===== src/rtl/mxq_pkg.sv =====
package mxq_pkg;
   localparam int unsigned BF_W    = 16;
   localparam int unsigned EXP_W   = 8;
   localparam int unsigned MAN_W   = 7;
   localparam int unsigned CODE_W  = 4;
   localparam int unsigned SCALE_W = 8;
   localparam logic [SCALE_W-1:0] SCALE_NAN = 8'hFF;
   localparam logic [EXP_W-1:0]   EXP_ONES  = 8'hFF;

   typedef struct packed {
      logic             sgn;
      logic [EXP_W-1:0] expo;
      logic [MAN_W-1:0] man;
   } bf16_t;
endpackage


===== src/rtl/mxq_collect.sv =====
module mxq_collect
   import mxq_pkg::*;
#(
   parameter int unsigned N_ELEM = 32
) (
   input  logic                     clk,
   input  logic                     rst_n,
   input  logic                     in_valid,
   input  logic [BF_W-1:0]          in_data,
   input  logic                     in_last,
   input  logic                     drain,
   output logic                     in_ready,
   output logic                     full,
   output logic [N_ELEM*BF_W-1:0]   buf_flat,
   output logic [EXP_W-1:0]         emax,
   output logic                     has_nan
);
   localparam int unsigned CNT_W = $clog2(N_ELEM);
   localparam logic [CNT_W-1:0] CNT_TOP = CNT_W'(N_ELEM - 1);

   logic [BF_W-1:0]  slot_q [N_ELEM];
   logic [CNT_W-1:0] cnt_q;
   bf16_t            beat;

   assign beat     = bf16_t'(in_data);
   assign in_ready = !full;

   always_ff @(posedge clk or negedge rst_n) begin
      if (!rst_n) begin
         cnt_q   <= '0;
         full    <= 1'b0;
         emax    <= '0;
         has_nan <= 1'b0;
         for (int i = 0; i < N_ELEM; i++) slot_q[i] <= '0;
      end else if (drain) begin
         cnt_q   <= '0;
         full    <= 1'b0;
         emax    <= '0;
         has_nan <= 1'b0;
         for (int i = 0; i < N_ELEM; i++) slot_q[i] <= '0;
      end else if (in_valid && !full) begin
         slot_q[cnt_q] <= in_data;
         cnt_q         <= cnt_q + 1'b1;
         if (beat.expo == EXP_ONES && beat.man != '0) has_nan <= 1'b1;
         if (beat.expo > emax) emax <= beat.expo;
         if (in_last || cnt_q == CNT_TOP) full <= 1'b1;
      end
   end

   for (genvar g = 0; g < N_ELEM; g++) begin : g_flat
      assign buf_flat[g*BF_W +: BF_W] = slot_q[g];
   end
endmodule


===== src/rtl/mxq_scale.sv =====
module mxq_scale
   import mxq_pkg::*;
(
   input  logic [EXP_W-1:0]   emax,
   output logic [SCALE_W-1:0] scale_code,
   output logic               any_nz
);
   localparam logic [EXP_W-1:0] GRID_TOP = 8'd2;

   assign any_nz     = |emax;
   assign scale_code = (emax >= GRID_TOP) ? SCALE_W'(emax - GRID_TOP) : '0;
endmodule


===== src/rtl/mxq_elem_enc.sv =====
module mxq_elem_enc
   import mxq_pkg::*;
(
   input  logic [BF_W-1:0]    elem,
   input  logic [SCALE_W-1:0] scale_code,
   output logic [CODE_W-1:0]  code
);
   bf16_t             x;
   logic signed [9:0] d;
   logic              up;
   logic [3:0]        nrm;
   logic [2:0]        mag;

   assign x = bf16_t'(elem);
   assign d = $signed({2'b00, x.expo}) - $signed({2'b00, scale_code});

   always_comb begin
      up  = x.man[5] & (x.man[6] | (|x.man[4:0]));
      nrm = {1'b0, d[1:0] + 2'd1, x.man[6]} + {3'b000, up};
      if (x.expo == '0)            mag = 3'd0;
      else if (x.expo == EXP_ONES) mag = 3'd7;
      else if (d > 10'sd2)         mag = 3'd7;
      else if (d >= 10'sd0)        mag = nrm[3] ? 3'd7 : nrm[2:0];
      else if (d == -10'sd1)       mag = x.man[6] ? 3'd2 : 3'd1;
      else if (d == -10'sd2)       mag = (|x.man) ? 3'd1 : 3'd0;
      else                         mag = 3'd0;
   end

   assign code = {x.sgn, mag};
endmodule


===== src/rtl/mxfp4_block_quant.sv =====
module mxfp4_block_quant
   import mxq_pkg::*;
#(
   parameter int unsigned N_ELEM = 32
) (
   input  logic                       clk,
   input  logic                       rst_n,
   input  logic                       in_valid,
   output logic                       in_ready,
   input  logic [15:0]                in_data,
   input  logic                       in_last,
   output logic                       out_valid,
   input  logic                       out_ready,
   output logic [N_ELEM*4-1:0]        out_data,
   output logic [7:0]                 out_scale
);
   localparam int unsigned DATA_W = N_ELEM * CODE_W;

   if (N_ELEM < 2) begin : g_bad_count
      $error("mxfp4_block_quant: N_ELEM must be at least 2");
   end
   if (BF_W != 16 || CODE_W != 4) begin : g_bad_format
      $error("mxfp4_block_quant: element formats are fixed");
   end

   logic                     full, has_nan, any_nz, load;
   logic [N_ELEM*BF_W-1:0]   buf_flat;
   logic [EXP_W-1:0]         emax;
   logic [SCALE_W-1:0]       scale_code;
   logic [DATA_W-1:0]        enc_flat;

   assign load = full && (!out_valid || out_ready);

   mxq_collect #(.N_ELEM(N_ELEM)) u_collect (
      .clk      (clk),
      .rst_n    (rst_n),
      .in_valid (in_valid),
      .in_data  (in_data),
      .in_last  (in_last),
      .drain    (load),
      .in_ready (in_ready),
      .full     (full),
      .buf_flat (buf_flat),
      .emax     (emax),
      .has_nan  (has_nan)
   );

   mxq_scale u_scale (
      .emax       (emax),
      .scale_code (scale_code),
      .any_nz     (any_nz)
   );

   for (genvar g = 0; g < N_ELEM; g++) begin : g_enc
      mxq_elem_enc u_enc (
         .elem       (buf_flat[g*BF_W +: BF_W]),
         .scale_code (scale_code),
         .code       (enc_flat[g*CODE_W +: CODE_W])
      );
   end

   always_ff @(posedge clk or negedge rst_n) begin
      if (!rst_n) begin
         out_valid <= 1'b0;
         out_data  <= '0;
         out_scale <= '0;
      end else if (load) begin
         out_valid <= 1'b1;
         out_data  <= (has_nan || !any_nz) ? '0 : enc_flat;
         out_scale <= has_nan ? SCALE_NAN : scale_code;
      end else if (out_ready) begin
         out_valid <= 1'b0;
      end
   end
endmodule


===== config.mk =====
export PLATFORM = sky130hd
export DESIGN_NAME = mxfp4_block_quant
export DESIGN_NICKNAME = d
export VERILOG_FILES = /design/src/rtl/mxq_pkg.sv /design/src/rtl/mxq_collect.sv /design/src/rtl/mxq_scale.sv /design/src/rtl/mxq_elem_enc.sv /design/src/rtl/mxfp4_block_quant.sv
export SDC_FILE = /design/constraint.sdc
export NUM_CORES = 2
export LEC_CHECK = 0
export BUFFER_PORTS_ARGS = -buffer_cell sky130_fd_sc_hd__buf_2
export CORE_MARGIN = 2
export CORE_UTILIZATION = 32
export CTS_BUF_LIST = sky130_fd_sc_hd__clkbuf_16
export CTS_CLUSTER_DIAMETER = 40
export DETAILED_ROUTE_END_ITERATION = 10
export HOLD_SLACK_MARGIN = 0.02
export PLACE_DENSITY_LB_ADDON = 0.08
export SLEW_MARGIN = 20
export SYNTH_ARGS = -nofsm -noshare
export SYNTH_HDL_FRONTEND = slang
export SYNTH_SLANG_ARGS = --single-unit

===== constraint.sdc =====
create_clock -name clk -period 14.27 [get_ports clk]
set_input_delay 0.7135 -clock clk [delete_from_list [all_inputs] [get_ports clk]]
set_output_delay 0.7135 -clock clk [all_outputs]
set_load 0.01 [all_outputs]

==> results.md <==
* Syn nets at 5686
* Avg Cell Area, Syn at 8.24 um^2
* R2R cell count at 13
* Vias/cell at 5.32
* Routed wl met2 at 69300 um
* Pwr Density at 220 nW/um^2
* Clk pin slew, worst setup/hold paths at 0.05 ns
* Post-Synthesis Cells at 5267
* Fin crit period at 5.69 ns
* Initial DRT Pass Iterations at 5
* Crit share post-route at 39.9%
* Final Util at 37.8%
* Max Cap Viol at 0
* Vias in the first global route at 38.0k
* Share of cells above drive strength 1 at 9.42%
* Unrepaired setup endpoints after global routing: no
* Cell Chain, Critical Path: nor4_1 -> nand4_1 -> nand2_4 -> buf_4 -> ha_1 -> nor2b_1 -> o21ai_0 -> nor2b_1 -> xnor2_1 -> o2111ai_1 -> o41ai_1 -> o221ai_1 -> a22o_1
* Chip Width at 372 um
* Startpoint Class: flip-flop
* CTS tree: yes
* Post-route ant nets at 0
* Rel. slew slack at 23.3%
* Initial antenna violation count at 4
* DRT met1 WL at 75600 um
* Global-route wire length before repair at 236000 um
* Post-synth EDFFs at 0
* Routability cong. at 0.832
* Clk sinks at 664
* Worst-path maximum fanout at 32
* Actual slew at the worst max-slew pin at 1.15 ns
* Final setup vio count at 0
* Initial core utilization at 32.1%
* Layout net count at 5830
* Post-CTS Setup Repair Bufs at 0
* All-layer global routing usage at 22.3%
* Hold path cells at 3
* IO Pins at 159
* Worst Clk Skew at 0.0319 ns
* Port buffer count at 158
* Core area at 135000 um^2
* Row Count at 135
* Post-CTS Hold Fix Bufs at 1
* TritonCTS Buffers at 146
* Initial DRC count at 2829
* Die Y at 372 um
* Cell repeated most along the worst path: nor2b_1
* Warnings, synthesis at 0
* Worst endpoint required time at 14.93 ns
* Synth Cell Area at 43400 um^2
* Vias at 38.9k
* Endpoint type of the worst setup path: flip-flop
* Drc violations at 0
* Sequential share of the synthesized area at 38.3%
* Number of library cell types mapped by synthesis at 82
* CP Data Arrival Time at 6.36 ns
* Kind of critical path: flip-flop to flip-flop
* Wire length on met3 at 7560 um
* Status: finished, final reports clean
* Slew Limit Fails at 0
* Hold Path Class: primary input to flip-flop
* Worst VDD drop at 0.000203 V
* CTS max path bufs at 3
* Setup TNS Final at 0 ns
* CTS H-tree lvls at 4
* Total die area at 139000 um^2
* Most frequent cells in the layout: nand2_1 (1291), a21oi_1 (791), dfrtp_1 (664)
* Slowest cell on the critical path: nand4_1
* Overflow after GRT at 0
* Area Overhead vs Synth at 17.6%
* Most common cell after layout, fill and taps aside: nand2_1
* Fillers at 13.9k
* Top_reg_cell synth: dfrtp_1
* Worst-Skew Late Latency at 0.78 ns
* Fin. Hold Viols at 0
* Highest metal used: met4
* Ys async rst share at 100%
* Synthesized flop and latch total at 664
* Post-detail-place hpwl at 97000 um
* Power, Total at 11.2 mW
* Delay of the slowest critical-path stage at 0.77 ns
* Drt total wl at 155000 um
* Highest Clock Rate at 0.176 GHz
* Post-CTS sizing at 0
* Routed len/inst at 21.2 um
* Pin count of the biggest net entering global routing at 191
* CTS root buffer: clkbuf_16
* LEAKAGE at 22.9 nW
==> layout make-up <==
class	instances	area [um^2]	area share, %
inverters	174	653	1.28
clock inverters	121	1160	2.27
clock buffers	147	3680	7.21
diodes	1	2.50	0.00490
flip-flops and latches	664	16600	32.5
well taps	1781	2230	4.37
multi-input cells	4206	25400	49.8
repair buffers	219	1300	2.54
==> Yosys cell counts, drive strengths merged, types with 10 or more instances <==
cell type	count	area, um^2
a2111oi	11	96.3
a211o	11	96.3
a211oi	38	285
a21boi	16	120
a21o	52	390
a21oi	795	3980
a221o	12	120
a22o	45	395
a22oi	32	240
a31oi	23	144
a32oi	10	87.6
and2	49	307
and3	14	87.6
buf	33	158
clkbuf	190	713
dfrtp	664	16600
fa	32	641
ha	366	4580
inv	174	653
mux2i	12	120
nand2	1295	4860
nand2b	60	375
nand3	50	250
nand4	102	638
nor2	266	998
nor2b	53	332
nor3	71	372
nor4	95	594
o2111ai	10	87.6
o211ai	30	230
o21a	56	420
o21ai	178	895
o311ai	13	114
o31a	15	131
o31ai	32	259
o41ai	11	96.3
or2	34	213
or3	17	106
or4	13	97.6
xnor2	108	946
xor2	76	666
==> worst paths after layout <==
check / slack, ns / start / endpoint
worst max-delay path: 8.58 / u_collect.emax[4]$_DFFE_PN0P_ / out_data[57]$_DFFE_PN0P_
min in group asynchronous: 0.49 / rst_n / u_collect.buf_flat[214]$_DFFE_PN0P_
worst max register to register: 8.58 / u_collect.emax[4]$_DFFE_PN0P_ / out_data[57]$_DFFE_PN0P_
max in group asynchronous: 10.74 / rst_n / out_data[107]$_DFFE_PN0P_
worst min-delay path: 0.19 / in_last / u_collect.full$_DFFE_PN0P_
worst min register to register: 0.47 / out_data[50]$_DFFE_PN0P_ / out_data[50]$_DFFE_PN0P_
==> sequential cells by signal, summed over array words and instances, names as in the netlist <==
register            count
u_collect.has_nan       1
u_collect.buf_flat    512
out_data              128
u_collect.emax          8
u_collect.full          1
out_scale               8
out_valid               1
u_collect.cnt_q         5
==> critical path, delay by kind of cell (launching register included) <==
family | cells | cell delay (ns)
simple gates | 5 | 2.52
compound gates | 5 | 1.41
buf+inv | 1 | 0.70
flops | 1 | 0.40
xor+xnor | 1 | 0.17
fa+ha+maj | 1 | 0.36
==> kinds of logic after synthesis <==
| family | count (synthesis) | synth area share, % |
|---|---|---|
| xor+xnor | 184 | 3.71 |
| simple gates | 2155 | 22.0 |
| compound gates | 1457 | 20.2 |
| mux | 12 | 0.277 |
| buf+inv | 397 | 3.51 |
| fa+ha+maj | 398 | 12.0 |
| flops | 664 | 38.3 |
==> power by group <==
group	leakage (nW)	internal [mW]	switching [mW]	total [mW]
registers	9.19	2.07	0.205	2.27
clock network	2.36	2.17	1.18	3.35
logic	11.3	2.18	3.41	5.59
total	22.9	6.41	4.80	11.2
==> through the flow <==
stage	hold slack [ns]	area, um^2	setup slack, ns	instances
after floorplan	0.418	43400	8.88	5267
after global placement	0.456	46200	8.62	7043
after detailed placement	0.460	46200	8.63	7043
after CTS	0.130	51000	8.61	7312
after global routing	0.182	51000	8.08	7312
final	0.190	51100	8.58	7313
==> per-layer routing <==
metal | global-route usage (%) | vias up
met5 | 0 | -
met3 | 3.63 | 199
met4 | 5.68 | 0
met1 | 31.8 | 18900
met2 | 35.1 | 843
li1 | - | 18900
Note: power is estimated with default switching activity, not from simulation.
